**config.mk**
```make
export PLATFORM = sky130hd
export DESIGN_NAME = fsk_frac_modctl
export DESIGN_NICKNAME = d
export VERILOG_FILES = /design/src/rtl/fmc_pkg.sv /design/src/rtl/fmc_rst_sync.sv /design/src/rtl/fmc_word_sel.sv /design/src/rtl/fmc_reload_ctr.sv /design/src/rtl/fsk_frac_modctl.sv
export SDC_FILE = /design/constraint.sdc
export NUM_CORES = 1
export LEC_CHECK = 0
export ABC_AREA = 1
export BUFFER_PORTS_ARGS = -buffer_cell sky130_fd_sc_hd__buf_2
export CAP_MARGIN = 20
export CORE_AREA = 2 2 39 41
export CTS_BUF_LIST = sky130_fd_sc_hd__clkbuf_8
export DETAILED_ROUTE_END_ITERATION = 8
export DIE_AREA = 0 0 41 43
export GPL_TIMING_DRIVEN = 0
export PLACE_DENSITY = 0.55
export RECOVER_POWER = 100
export SETUP_SLACK_MARGIN = 0.4
export SLEW_MARGIN = 20
export SYNTH_ARGS = -nofsm -noshare
export SYNTH_HDL_FRONTEND = slang
export SYNTH_SLANG_ARGS = --single-unit
```
**constraint.sdc**
```tcl
create_clock -name clk -period 2.8 [get_ports clk]
set_clock_uncertainty 0.2 [all_clocks]
set_input_delay 0.28 -clock clk [delete_from_list [all_inputs] [get_ports clk]]
set_output_delay 0.28 -clock clk [all_outputs]
set_load 0.02 [all_outputs]
```
**src/rtl/fmc_pkg.sv**
```systemverilog
package fmc_pkg;

  // Default counter width for the modulus controller
  localparam int unsigned FMC_WIDTH_DEF = 4;

  // Observed counter status handed from the counter core to the top
  typedef struct packed {
    logic primed;  // a start word has been loaded since reset
    logic carry;   // counter at its top value
    logic lsb;     // counter bit 0
  } fmc_status_t;

endpackage

```
**src/rtl/fmc_rst_sync.sv**
```systemverilog
module fmc_rst_sync #(
  parameter int unsigned STAGES = 2
) (
  input  logic clk,
  input  logic arst_n,
  output logic srst_n
);

  logic [STAGES-1:0] sync_q;
  logic [STAGES-1:0] sync_d;

  always_comb begin
    sync_d = {sync_q[STAGES-2:0], 1'b1};
  end

  always_ff @(posedge clk or negedge arst_n) begin
    if (!arst_n) begin
      sync_q <= '0;
    end else begin
      sync_q <= sync_d;
    end
  end

  assign srst_n = sync_q[STAGES-1];

endmodule

```
**src/rtl/fmc_word_sel.sv**
```systemverilog
module fmc_word_sel #(
  parameter int unsigned W = 4
) (
  input  logic         data_i,
  input  logic [W-1:0] mark_word_i,
  input  logic [W-1:0] space_word_i,
  output logic [W-1:0] word_o
);

  always_comb begin
    if (data_i) begin
      word_o = mark_word_i;
    end else begin
      word_o = space_word_i;
    end
  end

endmodule

```
**src/rtl/fmc_reload_ctr.sv**
```systemverilog
module fmc_reload_ctr
  import fmc_pkg::*;
#(
  parameter int unsigned W = 4
) (
  input  logic         clk,
  input  logic         srst_n,
  input  logic [W-1:0] load_word_i,
  output fmc_status_t  stat_o
);

  localparam logic [W-1:0] ONE = {{(W-1){1'b0}}, 1'b1};

  logic [W-1:0] cnt_q, cnt_d;
  logic         pend_q, pend_d;
  logic         cnt_en;
  logic         top;
  logic         reload;

  assign top    = ~pend_q & (&cnt_q);
  assign reload = pend_q | top;
  assign cnt_en = 1'b1;

  always_comb begin
    cnt_d  = cnt_q;
    pend_d = pend_q;
    if (cnt_en) begin
      pend_d = 1'b0;
      if (reload) begin
        cnt_d = load_word_i;
      end else begin
        cnt_d = cnt_q + ONE;
      end
    end
  end

  always_ff @(posedge clk or negedge srst_n) begin
    if (!srst_n) begin
      cnt_q  <= '0;
      pend_q <= 1'b1;
    end else begin
      cnt_q  <= cnt_d;
      pend_q <= pend_d;
    end
  end

  assign stat_o.primed = ~pend_q;
  assign stat_o.carry  = top;
  assign stat_o.lsb    = cnt_q[0];


  prime_load_chk: assert property (@(posedge clk) disable iff (!srst_n)
    pend_q |=> (!pend_q && cnt_q == $past(load_word_i)));


  step_chk: assert property (@(posedge clk) disable iff (!srst_n)
    (!pend_q && !top) |=> (cnt_q == $past(cnt_q) + ONE));


  reload_word_chk: assert property (@(posedge clk) disable iff (!srst_n)
    top |=> (cnt_q == $past(load_word_i)));

endmodule

```
**src/rtl/fsk_frac_modctl.sv**
```systemverilog
module fsk_frac_modctl
  import fmc_pkg::*;
#(
  parameter int unsigned W         = FMC_WIDTH_DEF,
  parameter int unsigned RST_STAGE = 2
) (
  input  logic         clk,
  input  logic         rst_n,
  input  logic         data_i,
  input  logic [W-1:0] mark_word_i,
  input  logic [W-1:0] space_word_i,
  output logic         modctl_o,
  output logic         carry_o
);

  logic         srst_n;
  logic [W-1:0] sel_word;
  fmc_status_t  stat;

  fmc_rst_sync #(.STAGES(RST_STAGE)) u_rst_sync (
    .clk    (clk),
    .arst_n (rst_n),
    .srst_n (srst_n)
  );

  fmc_word_sel #(.W(W)) u_word_sel (
    .data_i       (data_i),
    .mark_word_i  (mark_word_i),
    .space_word_i (space_word_i),
    .word_o       (sel_word)
  );

  fmc_reload_ctr #(.W(W)) u_ctr (
    .clk         (clk),
    .srst_n      (srst_n),
    .load_word_i (sel_word),
    .stat_o      (stat)
  );

  assign modctl_o = stat.lsb;
  assign carry_o  = stat.carry;


  toggle_chk: assert property (@(posedge clk) disable iff (!srst_n)
    (stat.primed && !carry_o) |=> (modctl_o != $past(modctl_o)));


  select_chk: assert property (@(posedge clk) disable iff (!srst_n)
    carry_o |=> (modctl_o == ($past(data_i) ? $past(mark_word_i[0])
                                            : $past(space_word_i[0]))));


  quiet_chk: assert property (@(posedge clk) disable iff (!srst_n)
    !stat.primed |-> (!modctl_o && !carry_o));

endmodule

```
==> flow_summary.json, run 1 <==
{
  "grt_pass1_vias": 270,
  "gp_congestion": 0.678,
  "final-hold-violation-count": 0,
  "seq_area_frac_synth_pct": 50.4,
  "drt_iter0_drc": 4,
  "synth_common_cells": "nand2_1, dfrtp_1, inv_1",
  "finalCriticalPeriod_ns": 1.78,
  "ios": 13,
  "grt_usage_pct": 8.83,
  "h-tree-depth": 1,
  "multi_input_area_um2": 135,
  "start_kind": "flip-flop",
  "numPortBuffers": 12,
  "wl_met3_um": 36,
  "rsz0062_at_grt": "false",
  "dieWidth_um": 41,
  "syn_inst": 44,
  "fmax_mhz": 563,
  "die_h_um": 43,
  "fin_area_um2": 489,
  "routed-wl-met2_um": 248,
  "synth_largest_area_cell": "dfrtp_1",
  "regArea_um2": 176,
  "max_cap_violations": 0,
  "syn-num-nets": 56,
  "cts_buffer_depth": 2,
  "drc_errors": 0,
  "yosys_warnings": 0,
  "synth_edf_count": 0,
  "yosysMostFrequentCell": "nand2_1",
  "fin_crit_sh_pct": 63.5,
  "syn_area_um2": 350,
  "cp.buffers_inverters": 1,
  "synth.top_cell.area_share_pct": 42.9,
  "critPathArrivalTime_ns": 1.30,
  "numClockSinks": 7,
  "setup_ws_ns": 1.02,
  "outcome": "complete, no violations",
  "clk_pin_slew_ns": 0.04,
  "fillers": 150,
  "cts.root.buffer_cell": "clkbuf_8",
  "crit_slowest_cell": "dfrtp_1",
  "area_growth_pct": 39.6,
  "grt_pass1_wl_um": 1000,
  "slowest_delay_ns": 0.41,
  "final_util_pct": 35.4,
  "yosys_register_bits": 7,
  "layout-drive-gt1-share_pct": 20.6,
  "synth_ff_type": "dfrtp_1",
  "dpl.hpwl_um": 452,
  "p_leak_nw": 0.271,
  "antenna_left": 0,
  "syn_area_per_cell_um2": 7.96,
  "crit_fanout": 5,
  "critPathTopFamily": "flip-flops",
  "grt_max_degree": 9,
  "synth_cell_types": 15,
  "routed_wl_um": 591,
  "fin_setup_tns_ns": 0,
  "worstPathCellList": "ha_1, nand3_1, nor2_1, clkbuf_1",
  "ys_async_sr_fraction_pct": 100,
  "viasPerCell": 3.67,
  "drtPass1Iterations": 2,
  "cts_tree": "built",
  "antenna_cells": 0,
  "initial_utilization_pct": 25.3,
  "synth_area_leaders": "dfrtp_1, nand2_1, dfstp_2, inv_1, o21ai_0",
  "antenna_found_initial": 0,
  "hold_path.class": "reg -> reg",
  "dieArea_um2": 1760,
  "crit_type": "reg -> out",
  "clk_latency_ns": 0.22,
  "numCtsBuffers": 3,
  "wl_met1_um": 296,
  "drv_slew": 0,
  "placementRows": 14,
  "vias": 290,
  "dpl-instance-area_um2": 430,
  "vdd_ir_drop_max_v": 0.000305,
  "highest_layer": "met4",
  "wire_per_inst_um": 7.48,
  "overflow": 0,
  "core_um2": 1380,
  "p_per_area_nw_per_um2": 619,
  "setup_violations": 0,
  "cp-end-kind": "output port",
  "critical_path_required_ns": 2.32,
  "nets": 76,
  "pre_cts_ws_ns": 1.32
}
[metal layers]
layer  vias to the layer above  global-route usage, %
met1                       107                   10.7
met4                         0                   8.00
met5                         -                      0
met3                         2                   3.14
met2                        10                   11.6
li1                        171                      -
[worst paths after layout]
kind	start	end	slack, ns	cells past startpoint
max	u_ctr.cnt_q[0]	carry_o	1.02	4
min	u_rst_sync.sync_q[0]	u_rst_sync.sync_q[1]	0.15	0
max reg2reg	u_ctr.cnt_q[0]	u_ctr.cnt_q[3]	1.37	6
min reg2reg	u_rst_sync.sync_q[0]	u_rst_sync.sync_q[1]	0.15	0
max in group asynchronous	u_rst_sync.sync_q[1]	u_ctr.cnt_q[3]	1.83	1
min in group asynchronous	rst_n	u_rst_sync.sync_q[1]	0.18	2
[cell families (layout without fill, tap and decap cells)]
logic type               count (synthesis)  in the layout  share of synthesized area, %
buffers and inverters                    7             26                          7.50
other                                    2              2                          2.14
AO/OA/AOI/OAI                            7              7                          10.0
adder cells (fa/ha/maj)                  1              1                          3.57
flip-flops                               7              7                          50.4
AND/OR/NAND/NOR                         20             20                          26.4
[cell usage in the layout (no fill, tap or decap)]
cell	n
a21oi_1	1
buf_2	9
clkbuf_1	3
clkbuf_8	3
conb_1	2
dfrtp_1	6
dfstp_2	1
dlygate4sd3_1	3
ha_1	1
inv_1	8
nand2_1	16
nand3_1	2
nand4_1	1
nor2_1	1
o21ai_0	4
o21ai_1	2
[report_power, final]
part            total, W  switching (W)  internal [W]
Sequential      0.000125      0.0000107      0.000114
Combinational  0.0000436      0.0000234     0.0000202
Clock           0.000135      0.0000401     0.0000944
[per-stage QoR]
| step | instances | power (W) | hold slack [ns] |
|---|---|---|---|
| 2_1_floorplan | 44 | 0.000153 | -0.216 |
| 3_3_place_gp | 72 | 0.000169 | -0.133 |
| 3_5_place_dp | 72 | 0.000170 | -0.134 |
| 4_1_cts | 79 | 0.000311 | 0.156 |
| 5_1_grt | 79 | 0.000322 | 0.164 |
| 6_report | 79 | 0.000303 | 0.152 |
[flip-flops by register name (all words and copies together), names as in the netlist]
| signal | cells |
|---|---|
| u_ctr.cnt_q | 4 |
| u_ctr.pend_q | 1 |
| u_rst_sync.sync_q | 2 |
[final cells by class]
class,instances,area share (%)
Timing Repair Buffer,15,17.6
Inverter,7,5.37
Tap cell,16,4.09
Multi-Input combinational cell,30,27.6
Clock inverter,1,0.767
Sequential cell,7,36.1
Clock buffer,3,8.44
[timing repair]
| item | 4_1_cts | 5_1_grt |
|---|---|---|
| setup buffers | 0 | 0 |
| hold endpoints to repair | 6 | 0 |
| gates resized for setup | 0 | 0 |
| hold buffers | 3 | 0 |
No activity file was read; power rests on OpenSTA's default activity.
==> run 2: changes to the inputs <==
--- a/config.mk
+++ b/config.mk
@@ -5,7 +5,7 @@
 export SDC_FILE = /design/constraint.sdc
 export NUM_CORES = 1
 export LEC_CHECK = 0
-export ABC_AREA = 1
+export ABC_AREA = 0
 export BUFFER_PORTS_ARGS = -buffer_cell sky130_fd_sc_hd__buf_2
 export CAP_MARGIN = 20
 export CORE_AREA = 2 2 39 41
@@ -13,7 +13,7 @@
 export DETAILED_ROUTE_END_ITERATION = 8
 export DIE_AREA = 0 0 41 43
 export GPL_TIMING_DRIVEN = 0
-export PLACE_DENSITY = 0.55
+export PLACE_DENSITY = 0.54
 export RECOVER_POWER = 100
 export SETUP_SLACK_MARGIN = 0.4
 export SLEW_MARGIN = 20
==> constraint.sdc (replaced) <==
create_clock -name clk -period 1.6 [get_ports clk]
set_clock_uncertainty 0.2 [all_clocks]
set_input_delay 0.16 -clock clk [delete_from_list [all_inputs] [get_ports clk]]
set_output_delay 0.16 -clock clk [all_outputs]
set_load 0.02 [all_outputs]
==> flow_summary.json, run 2 <==
{
  "worstPathCellList": "ha_4, nand3_2, nor2_4, clkbuf_2",
  "grt_usage_pct": 9.93,
  "gp_congestion": 0.681,
  "overflow": 0,
  "yosys_warnings": 0,
  "final_cell_mix": "buf_2, dfrtp_1, a21oi_1, clkbuf_8, dlygate4sd3_1",
  "drc_errors": 0,
  "start_kind": "flip-flop",
  "hold_path.class": "in -> reg",
  "grt_pass1_wl_um": 1130,
  "numPortBuffers": 12,
  "die_h_um": 43,
  "dieWidth_um": 41,
  "p_leak_nw": 0.231,
  "cts_tree": "built",
  "finalCriticalPeriod_ns": 1.46,
  "drv_slew": 0,
  "synth_xor_xnor_area_share_pct": 5.51,
  "crit_type": "reg -> out",
  "nets": 63,
  "routed_wl_um": 646,
  "h-tree-depth": 1,
  "fin_crit_sh_pct": 91.3,
  "numClockSinks": 7,
  "r2r_end": "u_ctr.cnt_q[0]",
  "drtPass1Iterations": 3,
  "largest_reg_flops": 4,
  "rsz0062_at_grt": "true",
  "critPathArrivalTime_ns": 1.10,
  "endpoint": "carry_o",
  "fmax_mhz": 684,
  "wire_per_inst_um": 9.79,
  "layout-drive-gt1-share_pct": 46.0,
  "syn-num-nets": 40,
  "vdd_ir_drop_max_v": 0.000531,
  "cts_buffer_depth": 2,
  "regMostFlops": "u_ctr.cnt_q",
  "synthSimpleGateAreaFrac_pct": 9.45,
  "dpl.hpwl_um": 452,
  "placementRows": 14,
  "syn_area_per_cell_um2": 11.4,
  "reg2reg_slack_ns": 0.19,
  "synth_ff_type": "dfrtp_1",
  "synth_top_family_by_area": "compound AO/OA/AOI/OAI gates",
  "synth_largest_area_cell": "dfrtp_1",
  "setup_violations": 0,
  "crit_fanout": 2,
  "clk_latency_ns": 0.23,
  "numCtsBuffers": 3,
  "synth_cell_types": 16,
  "syn_area_um2": 318,
  "synth_compound_area_share_pct": 16.9,
  "syn_inst": 28,
  "synth_area_leaders": "dfrtp_1, dfstp_2, mux2i_1, a21oi_1, a211oi_1",
  "grt_max_degree": 7,
  "outcome": "complete, no violations",
  "area_growth_pct": 68.9,
  "cts.root.buffer_cell": "clkbuf_8",
  "synth_common_cells": "dfrtp_1, a21oi_1",
  "fin_area_um2": 537,
  "vias": 287,
  "clk_pin_slew_ns": 0.04,
  "core_um2": 1380,
  "slowest_delay_ns": 0.38,
  "synth.top_cell.area_share_pct": 47.2,
  "r2r-start": "u_ctr.cnt_q[0]",
  "ys_async_sr_fraction_pct": 100,
  "reg2regPathDepth": 5,
  "dpl-instance-area_um2": 438,
  "crit_slowest_cell": "dfrtp_1",
  "grt_pass1_vias": 298,
  "dieArea_um2": 1760,
  "max_cap_violations": 0,
  "ios": 13,
  "synth.mux.area_fraction_pct": 6.30,
  "yosys_register_bits": 7,
  "viasPerCell": 4.35,
  "fillers": 146,
  "synth_fa_ha_area_share_pct": 3.94,
  "antenna_cells": 0,
  "critical_path_required_ns": 1.24,
  "p_per_area_nw_per_um2": 1210,
  "yosysMostFrequentCell": "dfrtp_1",
  "drt_iter0_drc": 5,
  "synth_edf_count": 0,
  "cp-end-kind": "output port",
  "initial_utilization_pct": 23.0,
  "crit_start": "u_ctr.cnt_q[1]",
  "seq_area_frac_synth_pct": 55.5,
  "antenna_left": 0,
  "fin_setup_tns_ns": 0,
  "biggestRegsByFlops": "u_ctr.cnt_q: 4 flops, u_rst_sync.sync_q: 2 flops, u_ctr.pend_q: 1 flops",
  "layout_commonest_cell": "buf_2",
  "antenna_found_initial": 0,
  "final-hold-violation-count": 0
}
==> run 2: through the flow <==
step                power [W]  util (%)  hold WS [ns]  setup slack [ns]  std cells
finish               0.000652      38.8        0.0310             0.138         66
CTS                  0.000665      39.9        0.0280             0.168         66
floorplan            0.000337         -        -0.336             0.307         28
global route         0.000695      38.8        0.0579            0.0787         66
global placement     0.000373      31.6        -0.253             0.277         56
detailed placement   0.000375      31.6        -0.254             0.288         56
==> run 2: cells by family after synthesis <==
logic type      Yosys count
mux                       2
other cells               2
simple gates              6
compound gates            8
flops                     7
fa+ha+maj                 1
xor+xnor                  2
==> run 2: layout make-up <==
class                      instances  area, um^2  area share, %
sequential                         7         178           33.1
multi-input combinational         21         175           32.6
timing repair buffer              18         118           21.9
clock buffer                       3        41.3           7.69
tap                               16        20.0           3.73
clock inverter                     1        5.00          0.932
==> run 2: what timing repair did <==
| item | CTS | global route |
|---|---|---|
| hold buffers | 3 | 0 |
| setup endpoints to repair | 4 | 6 |
| buffers inserted | 3 | 0 |
| hold endpoints to repair | 6 | 0 |
| cloned | 0 | 0 |
| pin swaps | 3 | 1 |
| gates resized for setup | 4 | 3 |
==> run 2: layer usage <==
layer  track usage, %  wire [um]
met1             11.6        293
met2             14.1        319
met4             8.00         14
met5                0          0
met3             3.14         19
==> run 2: worst max-delay path, delay by kind of cell (launching register included) <==
family / cells / cell delay, ns
AND/OR/NAND/NOR: 2 / 0.17
buffers and inverters: 1 / 0.16
flip-flops: 1 / 0.38
adder cells (fa/ha/maj): 1 / 0.16
==> run 2: worst min path at each step <==
stage | start | endpoint | slack, ns | depth (start not counted)
2_1_floorplan | rst_n | u_rst_sync.sync_q[0] | -0.34 | 0
3_3_place_gp | rst_n | u_rst_sync.sync_q[1] | -0.25 | 1
3_5_place_dp | rst_n | u_rst_sync.sync_q[0] | -0.25 | 1
4_1_cts | mark_word_i[0] | u_ctr.cnt_q[0] | 0.03 | 3
5_1_grt | mark_word_i[3] | u_ctr.cnt_q[3] | 0.06 | 3
6_report | mark_word_i[3] | u_ctr.cnt_q[3] | 0.03 | 3
==> run 2: report_power, final <==
group          total (W)  switching, W  internal, W
logic           0.000155     0.0000660    0.0000893
clock network   0.000247     0.0000784     0.000169
registers       0.000250     0.0000414     0.000208
==> run 3: changes to the inputs <==
--- a/config.mk
+++ b/config.mk
@@ -15,7 +15,7 @@
 export GPL_TIMING_DRIVEN = 0
 export PLACE_DENSITY = 0.54
 export RECOVER_POWER = 100
-export SETUP_SLACK_MARGIN = 0.4
+export REMOVE_ABC_BUFFERS = 1
 export SLEW_MARGIN = 20
 export SYNTH_ARGS = -nofsm -noshare
 export SYNTH_HDL_FRONTEND = slang
==> flow_summary.json, run 3 (synthesized netlist as in run 2, its figures left out) <==
{
  "max_cap_violations": 0,
  "routed_wl_um": 556,
  "biggestRegsByFlops": "u_ctr.cnt_q: 4 flops, u_rst_sync.sync_q: 2 flops, u_ctr.pend_q: 1 flops",
  "fmax_mhz": 661,
  "outcome": "complete, no violations",
  "fin_setup_tns_ns": 0,
  "finalCriticalPeriod_ns": 1.51,
  "whs_ns": 0.0179,
  "gp_congestion": 0.634,
  "slowest_delay_ns": 0.39,
  "reg2regPathDepth": 4,
  "cp-end-kind": "output port",
  "cts_tree": "built",
  "drc_errors": 0,
  "layout_commonest_cell": "buf_2",
  "start_kind": "flip-flop",
  "hold_path.class": "in -> reg",
  "antenna_cells": 0,
  "antenna_left": 0,
  "die_h_um": 43,
  "numPortBuffers": 12,
  "wire_per_inst_um": 8.69,
  "fin_area_um2": 485,
  "vias": 270,
  "initial_utilization_pct": 23.0,
  "ios": 13,
  "crit_type": "reg -> out",
  "drt_iter0_drc": 0,
  "fin_crit_sh_pct": 94.6,
  "hold_start": "mark_word_i[0]",
  "p_leak_nw": 0.220,
  "grt_pass1_vias": 263,
  "setup_violations": 0,
  "antenna_found_initial": 0,
  "cp.buffers_inverters": 1,
  "drv_slew": 0,
  "grt_pass1_wl_um": 986,
  "numCtsBuffers": 3,
  "hold_path_depth": 3,
  "dpl-instance-area_um2": 398,
  "pre_cts_ws_ns": 0.104,
  "grt_max_degree": 7,
  "setup_ws_ns": 0.0863,
  "final_util_pct": 35.1,
  "critical_path_required_ns": 1.24,
  "cp_num_cells": 4,
  "nets": 61,
  "final_cell_mix": "buf_2, dfrtp_1, a21oi_1, clkbuf_8, dlygate4sd3_1",
  "clk_pin_slew_ns": 0.04,
  "critPathArrivalTime_ns": 1.15,
  "dieArea_um2": 1760,
  "critPathTopFamily": "flip-flops",
  "regMostFlops": "u_ctr.cnt_q",
  "viasPerCell": 4.22,
  "p_per_area_nw_per_um2": 1220,
  "layout-drive-gt1-share_pct": 39.6,
  "numClockSinks": 7,
  "overflow": 0,
  "dieWidth_um": 41,
  "cts_buffer_depth": 2,
  "drtPass1Iterations": 1,
  "grt_usage_pct": 8.70,
  "vdd_ir_drop_max_v": 0.000472,
  "dpl.hpwl_um": 429,
  "fillers": 154,
  "final-hold-violation-count": 0,
  "r2r-start": "u_ctr.cnt_q[0]",
  "clk_latency_ns": 0.22,
  "crit_slowest_cell": "dfrtp_1",
  "h-tree-depth": 1,
  "area_growth_pct": 52.8,
  "crit_start": "u_ctr.cnt_q[0]",
  "worstPathCellList": "ha_2, nand3_1, nor2_1, buf_4",
  "placementRows": 14,
  "crit_fanout": 4,
  "cts.root.buffer_cell": "clkbuf_8",
  "core_um2": 1380,
  "largest_reg_flops": 4
}
==> run 3: through the flow <==
stage	power (W)	cells
CTS	0.000596	63
detailed placement	0.000341	56
finish	0.000594	64
global placement	0.000340	56
floorplan	0.000307	28
global route	0.000639	64
==> run 3: repair_timing <==
action | CTS | global route
gates resized for setup | 0 | 2
buffers inserted | 0 | 1
endpoints found under the setup margin | 0 | 1
hold endpoints to repair | 6 | 0
hold buffers | 3 | 0
==> run 3: cell type report <==
type	instances	area (um^2)	area share (%)
clock buffers	3	41.3	8.51
clock inverters	1	5.00	1.03
multi-input cells	21	144	29.6
flip-flops and latches	7	176	36.3
well taps	16	20.0	4.12
repair buffers	16	98.8	20.4
==> run 3: routing by layer <==
metal	global-route usage, %	part of all wire, %	vias to the layer above
met1	9.90	40	129
met5	0	0	-
met4	6.00	0	0
met2	12.8	56	4
met3	3.14	4.3	0
li1	-	-	137
==> run 3: power by group <==
part	switching (W)	leakage [nW]	total, W	internal (W)
logic	0.0000508	0.114	0.000115	0.0000642
registers	0.0000304	0.0804	0.000238	0.000207
clock network	0.0000733	0.0255	0.000241	0.000168
==> run 3: worst paths after layout <==
kind / end / slack [ns]
max: carry_o / 0.09
min reg2reg: u_rst_sync.sync_q[1] / 0.15
min in group asynchronous: u_rst_sync.sync_q[0] / 0.05
max reg2reg: u_ctr.cnt_q[3] / 0.16
min: u_ctr.cnt_q[0] / 0.02
max in group asynchronous: u_ctr.cnt_q[3] / 0.59
==> run 3: worst min-delay path: cells and delay by family <==
family                 cells  cell delay, ns
buffers and inverters      1            0.07
AOI/OAI and AO/OA          2            0.15
